===== src/rtl/pru_pkg.sv =====
// Package: shared encodings for the paged address relocation unit.
// Assumes a 2-bit mode code in which one value (2'b10) has no page set.
package pru_pkg;

    typedef enum logic [1:0] {
        ACC_NONE = 2'b00,
        ACC_RO   = 2'b01,
        ACC_XO   = 2'b10,
        ACC_RW   = 2'b11
    } acc_e;

    typedef enum logic [1:0] {
        KIND_FETCH = 2'b00,
        KIND_READ  = 2'b01,
        KIND_WRITE = 2'b10,
        KIND_READX = 2'b11
    } kind_e;

    localparam int FLAG_NONRES = 2;
    localparam int FLAG_LEN    = 1;
    localparam int FLAG_PROT   = 0;
    localparam int NSETS       = 3;

    // Map a mode code to {valid, set index}
    function automatic logic [2:0] mode_to_set(input logic [1:0] mode);
        case (mode)
            2'b00:   return 3'b100;
            2'b01:   return 3'b101;
            2'b11:   return 3'b110;
            default: return 3'b000;
        endcase
    endfunction

endpackage


===== src/rtl/pru_page_file.sv =====
// Page register file: holds base and descriptor per mode, space and page.
// Provides one lookup port, one write port and one combinational read port.
// Assumes the descriptor field layout fits within VA_W bits.
module pru_page_file
    import pru_pkg::*;
#(
    parameter int VA_W      = 16,
    parameter int PA_W      = 18,
    parameter int PAGE_BITS = 3,
    parameter int OFF_BITS  = 6
) (
    input  logic                                 clk,
    input  logic                                 rst_n,
    input  logic                                 wr_en,
    input  logic [1:0]                           wr_mode,
    input  logic                                 wr_dspace,
    input  logic [PAGE_BITS-1:0]                 wr_page,
    input  logic                                 wr_desc,
    input  logic [VA_W-1:0]                      wr_data,
    input  logic [1:0]                           lk_mode,
    input  logic                                 lk_dspace,
    input  logic [PAGE_BITS-1:0]                 lk_page,
    input  logic                                 lk_wset,
    output logic                                 lk_ok,
    output logic [PA_W-OFF_BITS-1:0]             lk_base,
    output logic [VA_W-PAGE_BITS-OFF_BITS-1:0]   lk_len,
    output logic                                 lk_dir,
    output logic [1:0]                           lk_acc,
    input  logic [1:0]                           rd_mode,
    input  logic                                 rd_dspace,
    input  logic [PAGE_BITS-1:0]                 rd_page,
    input  logic                                 rd_desc,
    output logic [VA_W-1:0]                      rd_data
);
    localparam int NPAGES   = 1 << PAGE_BITS;
    localparam int BLK_BITS = VA_W - PAGE_BITS - OFF_BITS;
    localparam int BASE_W   = PA_W - OFF_BITS;
    localparam int NENT     = NSETS * 2 * NPAGES;
    localparam int IDX_W    = $clog2(NENT);
    localparam int LEN_LSB  = 8;
    localparam int W_BIT    = 6;
    localparam int DIR_BIT  = 3;

    logic [BASE_W-1:0]   base_q [NENT];
    logic [BLK_BITS-1:0] len_q  [NENT];
    logic                dir_q  [NENT];
    logic [1:0]          acc_q  [NENT];
    logic                w_q    [NENT];

    logic [2:0]       wr_set, lk_set, rd_set;
    logic [IDX_W-1:0] wr_idx, lk_idx, rd_idx;

    function automatic logic [IDX_W-1:0] entry(input logic [1:0] s, input logic d,
                                               input logic [PAGE_BITS-1:0] p);
        return IDX_W'((int'(s) * 2 + int'(d)) * NPAGES + int'(p));
    endfunction

    // Decode the three ports into flat entry indices
    always_comb begin
        wr_set = mode_to_set(wr_mode);
        lk_set = mode_to_set(lk_mode);
        rd_set = mode_to_set(rd_mode);
        wr_idx = entry(wr_set[1:0], wr_dspace, wr_page);
        lk_idx = entry(lk_set[1:0], lk_dspace, lk_page);
        rd_idx = entry(rd_set[1:0], rd_dspace, rd_page);
    end

    // Lookup port feeding the checker and the adder
    always_comb begin
        lk_ok   = lk_set[2];
        lk_base = base_q[lk_idx];
        lk_len  = len_q[lk_idx];
        lk_dir  = dir_q[lk_idx];
        lk_acc  = acc_q[lk_idx];
    end

    // Software read port, zero for the mode without pages
    always_comb begin
        rd_data = '0;
        if (rd_set[2]) begin
            if (rd_desc) begin
                rd_data[LEN_LSB +: BLK_BITS] = len_q[rd_idx];
                rd_data[W_BIT]               = w_q[rd_idx];
                rd_data[DIR_BIT]             = dir_q[rd_idx];
                rd_data[1:0]                 = acc_q[rd_idx];
            end else begin
                rd_data[BASE_W-1:0] = base_q[rd_idx];
            end
        end
    end

    // Register storage: reset, written-into update, then port writes (last wins)
    always_ff @(posedge clk) begin
        if (!rst_n) begin
            for (int e = 0; e < NENT; e++) begin
                base_q[e] <= '0;
                len_q[e]  <= '0;
                dir_q[e]  <= 1'b0;
                acc_q[e]  <= ACC_NONE;
                w_q[e]    <= 1'b0;
            end
        end else begin
            if (lk_wset && lk_ok) w_q[lk_idx] <= 1'b1;
            if (wr_en && wr_set[2]) begin
                if (wr_desc) begin
                    len_q[wr_idx] <= wr_data[LEN_LSB +: BLK_BITS];
                    dir_q[wr_idx] <= wr_data[DIR_BIT];
                    acc_q[wr_idx] <= wr_data[1:0];
                    w_q[wr_idx]   <= 1'b0;
                end else begin
                    base_q[wr_idx] <= wr_data[BASE_W-1:0];
                end
            end
        end
    end

endmodule


===== src/rtl/pru_check.sv =====
// Access checker: derives the fault flags for one relocated access.
// Assumes set_ok is low for the mode code that has no pages.
module pru_check
    import pru_pkg::*;
#(
    parameter int BLK_BITS = 7
) (
    input  logic                set_ok,
    input  logic [1:0]          kind,
    input  logic [1:0]          acc,
    input  logic                dir,
    input  logic [BLK_BITS-1:0] len,
    input  logic [BLK_BITS-1:0] blk,
    output logic [2:0]          flags
);
    // Non-resident masks the other two checks
    always_comb begin
        flags = '0;
        if (!set_ok || acc == ACC_NONE) begin
            flags[FLAG_NONRES] = 1'b1;
        end else begin
            flags[FLAG_LEN]  = dir ? (blk < len) : (blk > len);
            flags[FLAG_PROT] = (acc == ACC_RO && kind == KIND_WRITE) ||
                               (acc == ACC_XO && kind != KIND_FETCH);
        end
    end

endmodule


===== src/rtl/pru_map.sv =====
// Address former: base plus block number, or pass-through when disabled.
// Assumes PA_W exceeds VA_W; the sum wraps at the physical space size.
module pru_map #(
    parameter int VA_W      = 16,
    parameter int PA_W      = 18,
    parameter int PAGE_BITS = 3,
    parameter int OFF_BITS  = 6
) (
    input  logic                         reloc_en,
    input  logic [VA_W-1:0]              va,
    input  logic [PA_W-OFF_BITS-1:0]     base,
    output logic [PA_W-1:0]              pa
);
    localparam int BLK_BITS = VA_W - PAGE_BITS - OFF_BITS;
    localparam int BASE_W   = PA_W - OFF_BITS;

    logic [BASE_W-1:0] blk_sum;
    logic              top_region;

    // Form the physical address for both modes
    always_comb begin
        blk_sum    = base + BASE_W'(va[OFF_BITS +: BLK_BITS]);
        top_region = &va[VA_W-1 -: PAGE_BITS];
        if (reloc_en) pa = {blk_sum, va[OFF_BITS-1:0]};
        else          pa = {{(PA_W-VA_W){top_region}}, va};
    end

endmodule


===== src/rtl/page_reloc_unit.sv =====
// Top: paged address relocation with per-mode, per-space page registers.
// One clock from request to response; first fault held until cleared.
// Assumes one request per cycle and no back-pressure.
module page_reloc_unit
    import pru_pkg::*;
#(
    parameter int VA_W      = 16,
    parameter int PA_W      = 18,
    parameter int PAGE_BITS = 3,
    parameter int OFF_BITS  = 6
) (
    input  logic                 clk,
    input  logic                 rst_n,
    input  logic                 reloc_en,
    input  logic                 req_valid,
    input  logic [1:0]           req_mode,
    input  logic [1:0]           req_kind,
    input  logic [VA_W-1:0]      req_va,
    output logic                 rsp_valid,
    output logic [PA_W-1:0]      rsp_pa,
    output logic                 rsp_abort,
    output logic [2:0]           rsp_flags,
    input  logic                 stat_clr,
    output logic [2:0]           st_flags,
    output logic [1:0]           st_mode,
    output logic                 st_dspace,
    output logic [PAGE_BITS-1:0] st_page,
    input  logic                 wr_en,
    input  logic [1:0]           wr_mode,
    input  logic                 wr_dspace,
    input  logic [PAGE_BITS-1:0] wr_page,
    input  logic                 wr_desc,
    input  logic [VA_W-1:0]      wr_data,
    input  logic [1:0]           rd_mode,
    input  logic                 rd_dspace,
    input  logic [PAGE_BITS-1:0] rd_page,
    input  logic                 rd_desc,
    output logic [VA_W-1:0]      rd_data
);
    localparam int BLK_BITS = VA_W - PAGE_BITS - OFF_BITS;
    localparam int BASE_W   = PA_W - OFF_BITS;

    logic                 dspace, lk_ok, lk_dir, wset;
    logic [BASE_W-1:0]    lk_base;
    logic [BLK_BITS-1:0]  lk_len;
    logic [1:0]           lk_acc;
    logic [2:0]           chk_flags, flags_c;
    logic [PA_W-1:0]      pa_c;
    logic [PAGE_BITS-1:0] page;

    assign dspace = (req_kind != KIND_FETCH);
    assign page   = req_va[VA_W-1 -: PAGE_BITS];

    pru_page_file #(.VA_W(VA_W), .PA_W(PA_W), .PAGE_BITS(PAGE_BITS), .OFF_BITS(OFF_BITS)) u_file (
        .clk(clk), .rst_n(rst_n),
        .wr_en(wr_en), .wr_mode(wr_mode), .wr_dspace(wr_dspace), .wr_page(wr_page),
        .wr_desc(wr_desc), .wr_data(wr_data),
        .lk_mode(req_mode), .lk_dspace(dspace), .lk_page(page), .lk_wset(wset),
        .lk_ok(lk_ok), .lk_base(lk_base), .lk_len(lk_len), .lk_dir(lk_dir), .lk_acc(lk_acc),
        .rd_mode(rd_mode), .rd_dspace(rd_dspace), .rd_page(rd_page), .rd_desc(rd_desc),
        .rd_data(rd_data)
    );

    pru_check #(.BLK_BITS(BLK_BITS)) u_check (
        .set_ok(lk_ok), .kind(req_kind), .acc(lk_acc), .dir(lk_dir), .len(lk_len),
        .blk(req_va[OFF_BITS +: BLK_BITS]), .flags(chk_flags)
    );

    pru_map #(.VA_W(VA_W), .PA_W(PA_W), .PAGE_BITS(PAGE_BITS), .OFF_BITS(OFF_BITS)) u_map (
        .reloc_en(reloc_en), .va(req_va), .base(lk_base), .pa(pa_c)
    );

    // Faults only exist with relocation on; clean writes mark the page
    always_comb begin
        flags_c = reloc_en ? chk_flags : 3'b000;
        wset    = req_valid && reloc_en && req_kind == KIND_WRITE && flags_c == 3'b000;
    end

    // Response register: one clock after the request, zero when idle
    always_ff @(posedge clk) begin
        if (!rst_n) begin
            rsp_valid <= 1'b0;
            rsp_pa    <= '0;
            rsp_abort <= 1'b0;
            rsp_flags <= '0;
        end else begin
            rsp_valid <= req_valid;
            rsp_abort <= req_valid && (flags_c != 3'b000);
            rsp_flags <= req_valid ? flags_c : 3'b000;
            rsp_pa    <= (req_valid && flags_c == 3'b000) ? pa_c : '0;
        end
    end

    // Status record: capture the first fault, clear on request
    always_ff @(posedge clk) begin
        if (!rst_n || stat_clr) begin
            st_flags  <= '0;
            st_mode   <= '0;
            st_dspace <= 1'b0;
            st_page   <= '0;
        end else if (req_valid && flags_c != 3'b000 && st_flags == 3'b000) begin
            st_flags  <= flags_c;
            st_mode   <= req_mode;
            st_dspace <= dspace;
            st_page   <= page;
        end
    end

endmodule


===== config.mk =====
export PLATFORM = sky130hd
export DESIGN_NAME = page_reloc_unit
export DESIGN_NICKNAME = d
export VERILOG_FILES = /design/src/rtl/pru_pkg.sv /design/src/rtl/pru_page_file.sv /design/src/rtl/pru_check.sv /design/src/rtl/pru_map.sv /design/src/rtl/page_reloc_unit.sv
export SDC_FILE = /design/constraint.sdc
export NUM_CORES = 2
export LEC_CHECK = 0
export BUFFER_PORTS_ARGS = -buffer_cell sky130_fd_sc_hd__buf_2
export CORE_UTILIZATION = 38
export DETAILED_ROUTE_END_ITERATION = 8
export SYNTH_ARGS = -nofsm -noshare
export SYNTH_HDL_FRONTEND = slang
export SYNTH_SLANG_ARGS = --single-unit

===== constraint.sdc =====
create_clock -name clk -period 9.7 [get_ports clk]
set_input_delay 0.485 -clock clk [delete_from_list [all_inputs] [get_ports clk]]
set_output_delay 0.485 -clock clk [all_outputs]
set_load 0.02 [all_outputs]

# Yosys cells after proc, flatten, opt, wreduce, memory -nomap -nowiden
# Memory sizes are Yosys's and may differ from the RTL's.
# Cells that the tools add are included.
dict set report op_classes {
  bitwise_logic 0
  eq_ne 9
  div 0
  n_shift 0
  n_mux 47
  n_lt_le_gt_ge 2
  addsub 7
  n_reduce_logical 32
  multipliers 0
}
# operator n
set ops {}
lappend ops {{two-way mux 6 bit} 6}
lappend ops {{two-way mux 1 bit} 27}
lappend ops {{case mux 3 bit (3 select lines)} 3}
lappend ops {{adder 6 x 4 -> 6 bit} 3}
lappend ops {{two-way mux 18 bit} 1}
lappend ops {{two-way mux 15 bit} 1}
lappend ops {{adder 12 x 7 -> 12 bit} 1}
lappend ops {{two-way mux 12 bit} 1}
lappend ops {{OR reduction 12 bit} 1}
lappend ops {{== test 2 bit (second input constant)} 5}
lappend ops {{logical AND 1 bit} 10}
lappend ops {{adder 3 x 1 -> 3 bit} 3}
lappend ops {{== test 2 x 1 -> 1 bit (second input constant)} 4}
lappend ops {{zero test 2 bit} 4}
lappend ops {{two-way mux 2 bit} 4}
lappend ops {{greater-than comparator 7 bit} 1}
lappend ops {{less-than comparator 7 bit} 1}
lappend ops {{two-way mux 7 bit} 1}
lappend ops {{OR reduction 7 bit} 1}
lappend ops {{zero test 3 bit} 2}
lappend ops {{two-way mux 3 bit} 2}
lappend ops {{two-way mux 4 bit} 1}
lappend ops {{AND reduction 2 bit} 2}
lappend ops {{logical OR 1 bit} 3}
lappend ops {{other kinds (6)} 9}
dict set report word_totals {
  n_memories 5
  ramBits 1104
  regBits 32
  in_bits 56
  word_cells 110
  output_inout_bits 48
  latchBits 0
  rom_bits 0
}
# memory words word_bits rd rd_ports_with_merged_regs write_ports line_no
set memory_table {}
lappend memory_table {u_file.base_q 48 12 2 0 48 pru_page_file.sv:44} ;# logic [BASE_W-1:0] base_q [NENT];
lappend memory_table {u_file.len_q 48 7 2 0 48 pru_page_file.sv:45} ;# logic [BLK_BITS-1:0] len_q [NENT];
lappend memory_table {u_file.acc_q 48 2 2 0 48 pru_page_file.sv:47} ;# logic [1:0] acc_q [NENT];
lappend memory_table {u_file.dir_q 48 1 2 0 48 pru_page_file.sv:46} ;# logic dir_q [NENT];
lappend memory_table {u_file.w_q 48 1 1 0 48 pru_page_file.sv:48} ;# logic w_q [NENT];

# Depth between registers and ports, before layout
# An unclocked memory read counts as a cell.
dict set report depth {
  word_depth 18
  mapped_depth 28
  depth_no_buf 19
}

# Hierarchy
# A second synthesis with hierarchy kept.
dict set report hier_totals {
  cells_unflattened 4811
  area_unflattened_um2 61233.7
}
# mod n_inst area_each_um2 cells_per_inst
set modules_own_cells {}
lappend modules_own_cells {pru_page_file 1 59427.0 4614}
lappend modules_own_cells {page_reloc_unit 1 1034.7 93}
lappend modules_own_cells {pru_map 1 539.3 72}
lappend modules_own_cells {pru_check 1 232.7 32}

# Worst setup path before layout
# Ideal clock, no wire load.
dict set report synth_timing {
  path_type {input to register}
  start {in req_va[15]}
  end {reg rsp_pa[16]}
  arrival_ns 4.563
  required_ns 9.558
  path_slack_ns 4.995
  cell_stages 26
  path_buffers 9
  setup_time_ns 0.142
  cell_sequence {buf_4 buf_6 buf_6 buf_6 buf_4 and3b_1 buf_2 buf_2 buf_2 buf_2 a22oi_1 a41oi_1 a21oi_1 o21ai_0 ha_1 inv_1 fa_1 nor2b_1 o21ai_0 a21boi_0 o21ai_0 a21boi_0 o21ai_2 nor3b_2 xor2_1 a211oi_2}
}
dict set report synth_between {
  elab_chain_cells 10
  word_cells_on_any_way 24
}
# element line_no
set synth_lines {}
lappend synth_lines {{start: declaration} page_reloc_unit.sv:18} ;# input logic [VA_W-1:0] req_va,
lappend synth_lines {{branches (longest 10 deep; another with memory read (48 x 7 bit))} -}
lappend synth_lines {{end signal: assignment} page_reloc_unit.sv:90} ;# rsp_pa <= (req_valid && flags_c == 3'b000) ? pa_c : '0;
lappend synth_lines {{end: declaration} page_reloc_unit.sv:20} ;# output logic [PA_W-1:0] rsp_pa,
# Parallel ways; which one is timed is not known.
# A chain may end at the register's enable or synchronous reset.

# Worst setup path in the final report
dict set report layout_timing {
  start {in req_va[13]}
  end {reg rsp_pa[13]}
}
# Same word-level chain as after synthesis.

==> results.py <==
metrics = {
    "power": {
        "p_sw_share_pct": 26.8,
        "switchingPower_mw": 3.13,
        "p_clk_share_pct": 38.5,
        "pwr-share-comb_pct": 12.8,
        "p_leak_nw": 24.0,
        "p_per_area_nw_per_um2": 176,
        "power_frac_seq_pct": 48.7,
        "irDropWorstVdd_mv": 0.159,
        "p_int_mw": 8.54,
    },
    "timing": {
        "fin_tns_setup_ps": 0,
        "timing.final.ws_setup_ps": 3480,
        "rsz0062_at_grt": "no",
        "fin_skew_ps": 30.3,
        "slew_viol_final": 0,
        "setup_viol": 0,
        "period_share_pct": 64.1,
        "period_minus_slack_ps": 6220,
        "report.final.hold_viol_count": 0,
        "fmax_mhz": 161,
        "tightest_slew_ps": 1320,
        "slew_headroom_pct": 11.8,
    },
    "cells_and_area": {
        "drive_gt1_share_pct": 19.4,
        "fin_area_um2": 66300,
        "seqCellArea_um2": 32800,
        "final_util_pct": 42.3,
        "multi_input_comb_area_um2": 25200,
        "syn2layout_area_growth_pct": 10.1,
        "final_nets": 4611,
        "fill_cells": 14300,
    },
    "synthesis": {
        "yosysWarningCount": 0,
        "ys_seq_area_share_pct": 54.5,
        "yosys.cell_types.count": 84,
        "synth_fp_nets": 4767,
        "netlist_instances": 4696,
        "avgSynthCellArea_um2": 12.8,
        "ys.flop_type": "edfxtp_1",
        "async_flop_share_pct": 0,
        "netlist.area_leader.share_pct": 50.3,
        "synth_area_um2": 60200,
        "synth_top_cell_by_area": "edfxtp_1",
        "synth-seq-cells": 1136,
        "synth-edff-count": 1008,
        "synth.area.top_cells": "edfxtp_1 (50%), mux4_2 (14%), and2_1 (6.1%), and3_1 (4.9%), dfxtp_1 (4.3%)",
    },
    "placed_design": {
        "place_ws_ps": 2900,
        "io_buffers": 101,
        "placed_cell_area_um2": 62500,
        "gp_congestion": 0.900,
        "hpwlAfterDp_mm": 140,
    },
    "global_route": {
        "grt_pass1_wl_mm": 321,
        "grt_pass1_vias": 42300,
        "grt_usage_pct": 28.1,
        "gr-total-overflow": 0,
        "antenna_found_initial": 14,
        "grt_max_degree": 97,
    },
    "routing": {
        "dr.pass1.iters": 6,
        "drt_iter0_drc": 7306,
        "routed_wl_mm": 230,
        "drc_errors": 0,
        "wl_per_cell_um": 34.3,
        "drt-vias-per-instance": 6.62,
        "final_antenna_net_count": 0,
        "vias": 44300,
    },
    "die": {
        "initial_core_util_pct": 38.4,
        "boundaryPins": 104,
        "die_h_um": 400,
        "die_w_um": 400,
        "rows": 145,
        "core_area_um2": 157000,
        "dieArea_um2": 160000,
    },
    "cts": {
        "cts.htree.levels": 3,
        "cts_root_buf": "clkbuf_16",
        "cts_buffers": 117,
        "cts.sinks": 1136,
        "clk_pin_slew_worst_paths_ps": 70,
        "post_cts_resized": 0,
        "clock_latency_ps": 750,
        "clockBufferDepth": 3,
        "cts_tree": "done",
    },
    "worst_setup_path": {
        "start_kind": "input port",
        "worstPathArrival_ps": 6860,
        "cp-end-kind": "flip-flop",
        "crit_type": "in2reg",
        "required_ps": 10340,
        "crit_path_max_fanout": 62,
    },
    "hold_path": {
        "hold_path.class": "in2reg",
    },
    "job": {
        "cap_violations": 0,
    },
    "status": {
        "status": "finished clean",
    },
}
-- logic make-up after synthesis --
logic type | share of synthesized area, %
compound gates | 9.10
mux | 16.6
buf+inv | 3.93
other cells | 0.00623
flops | 54.5
fa+ha+maj | 0.324
xor+xnor | 0.116
simple gates | 15.4
-- timing repair --
action / in CTS / in global routing
setup buffers: 0 / 0
hold buffers: 7 / 0
hold endpoints to repair: 8 / 0
-- placed cells by master, fill, tap and decap left out, types with 12 or more instances in the layout --
cell type,n
edfxtp_1,1008
and2_1,583
and3_1,466
mux4_2,366
nand2_1,186
nor2_1,160
buf_4,160
a22oi_1,138
a21oi_1,138
o21ai_0,137
dfxtp_1,128
clkbuf_16,125
nand3_1,117
mux2i_1,111
a221oi_1,94
buf_2,93
o21ai_1,53
a22o_1,45
mux2_2,44
nand4_1,31
a31oi_1,29
clkbuf_1,29
o22ai_1,26
a221o_1,24
clkinv_1,24
clkinv_2,19
nor3_1,18
inv_1,15
a311oi_1,15
ha_1,14
nand2b_1,12
-- path summary, 6_finish.rpt --
path / start / to / slack, ps / cells past startpoint
worst min register to register: u_file.w_q[9] / u_file.w_q[9] / 450 / 2
worst max-delay path: req_va[13] / rsp_pa[13] / 3480 / 16
worst min-delay path: req_valid / rsp_abort / 60 / 3
worst max register to register: u_file.len_q[17][0] / rsp_pa[13] / 4020 / 17
-- Yosys cell counts, drive strengths merged (5+ instances only) --
| cell type | count |
|---|---|
| a22oi | 138 |
| xnor2 | 5 |
| a221oi | 96 |
| dfxtp | 128 |
| o2bb2ai | 9 |
| o21ai | 197 |
| a21oi | 138 |
| inv | 15 |
| o22a | 5 |
| a22o | 45 |
| or2 | 6 |
| buf | 131 |
| nor2b | 13 |
| ha | 14 |
| clkbuf | 415 |
| and3 | 468 |
| o21a | 6 |
| mux2 | 53 |
| edfxtp | 1008 |
| and2 | 585 |
| nand4 | 31 |
| a311oi | 16 |
| nor3b | 7 |
| o2111ai | 5 |
| mux2i | 112 |
| o22ai | 26 |
| mux4 | 366 |
| nand3 | 118 |
| a211oi | 13 |
| nand2 | 186 |
| or3 | 5 |
| nor2 | 168 |
| o211ai | 7 |
| a2111oi | 12 |
| and3b | 5 |
| a221o | 24 |
| nor3 | 23 |
| nand2b | 12 |
| a31oi | 29 |
-- metal layers --
layer	wire, um	GRT usage (%)	vias to the layer above
met5	73	0	-
met2	101000	42.1	3537
li1	-	-	17900
met3	31400	7.68	649
met1	85400	37.6	22300
met4	12200	14.0	10
-- stage by stage --
step	cells	hold slack, ps	total power, mW
finish	6701	64.7	11.7
global placement	6472	436	7.20
detailed placement	6472	446	7.21
CTS	6697	38.7	11.6
floorplan	4696	429	6.58
global route	6697	91.9	11.9
-- flip-flops by register name, summed over array words and instances (netlist names), 18 cells and up --
name           flops
rsp_pa            18
u_file.acc_q      96
u_file.base_q    576
u_file.dir_q      48
u_file.len_q     336
u_file.w_q        48
-- power by group through the flow --
| stage | clock network [mW] | registers, mW | logic [mW] |
|---|---|---|---|
| after floorplan | 0 | 5.73 | 0.855 |
| after global placement | 0 | 5.76 | 1.44 |
| after detailed placement | 0 | 5.77 | 1.44 |
| after CTS | 4.51 | 5.67 | 1.45 |
| after global routing | 4.69 | 5.70 | 1.53 |
| final | 4.49 | 5.68 | 1.50 |
-- worst max-delay path: stages --
cell and delay [ps]:
clkbuf_8 530, buf_4 590, mux4_2 580, nor2_1 110, nor2_1 60, o21ai_0 620, a21oi_1 260, a21oi_1 390
ha_1 320, a21o_1 160, a21oi_1 190, a21oi_1 110, mux2i_2 310, o211a_1 700, nand2_1 930, a211oi_1 460
-- final cells by class --
class,count,area share [%]
inverters,16,0.0906
well taps,2058,3.88
diodes,4,0.0151
repair buffers,271,2.88
flip-flops and latches,1136,49.5
clock buffers,156,4.92
multi-input cells,2998,38.0
clock inverters,62,0.674
No activity file was read; power rests on OpenSTA's default activity.
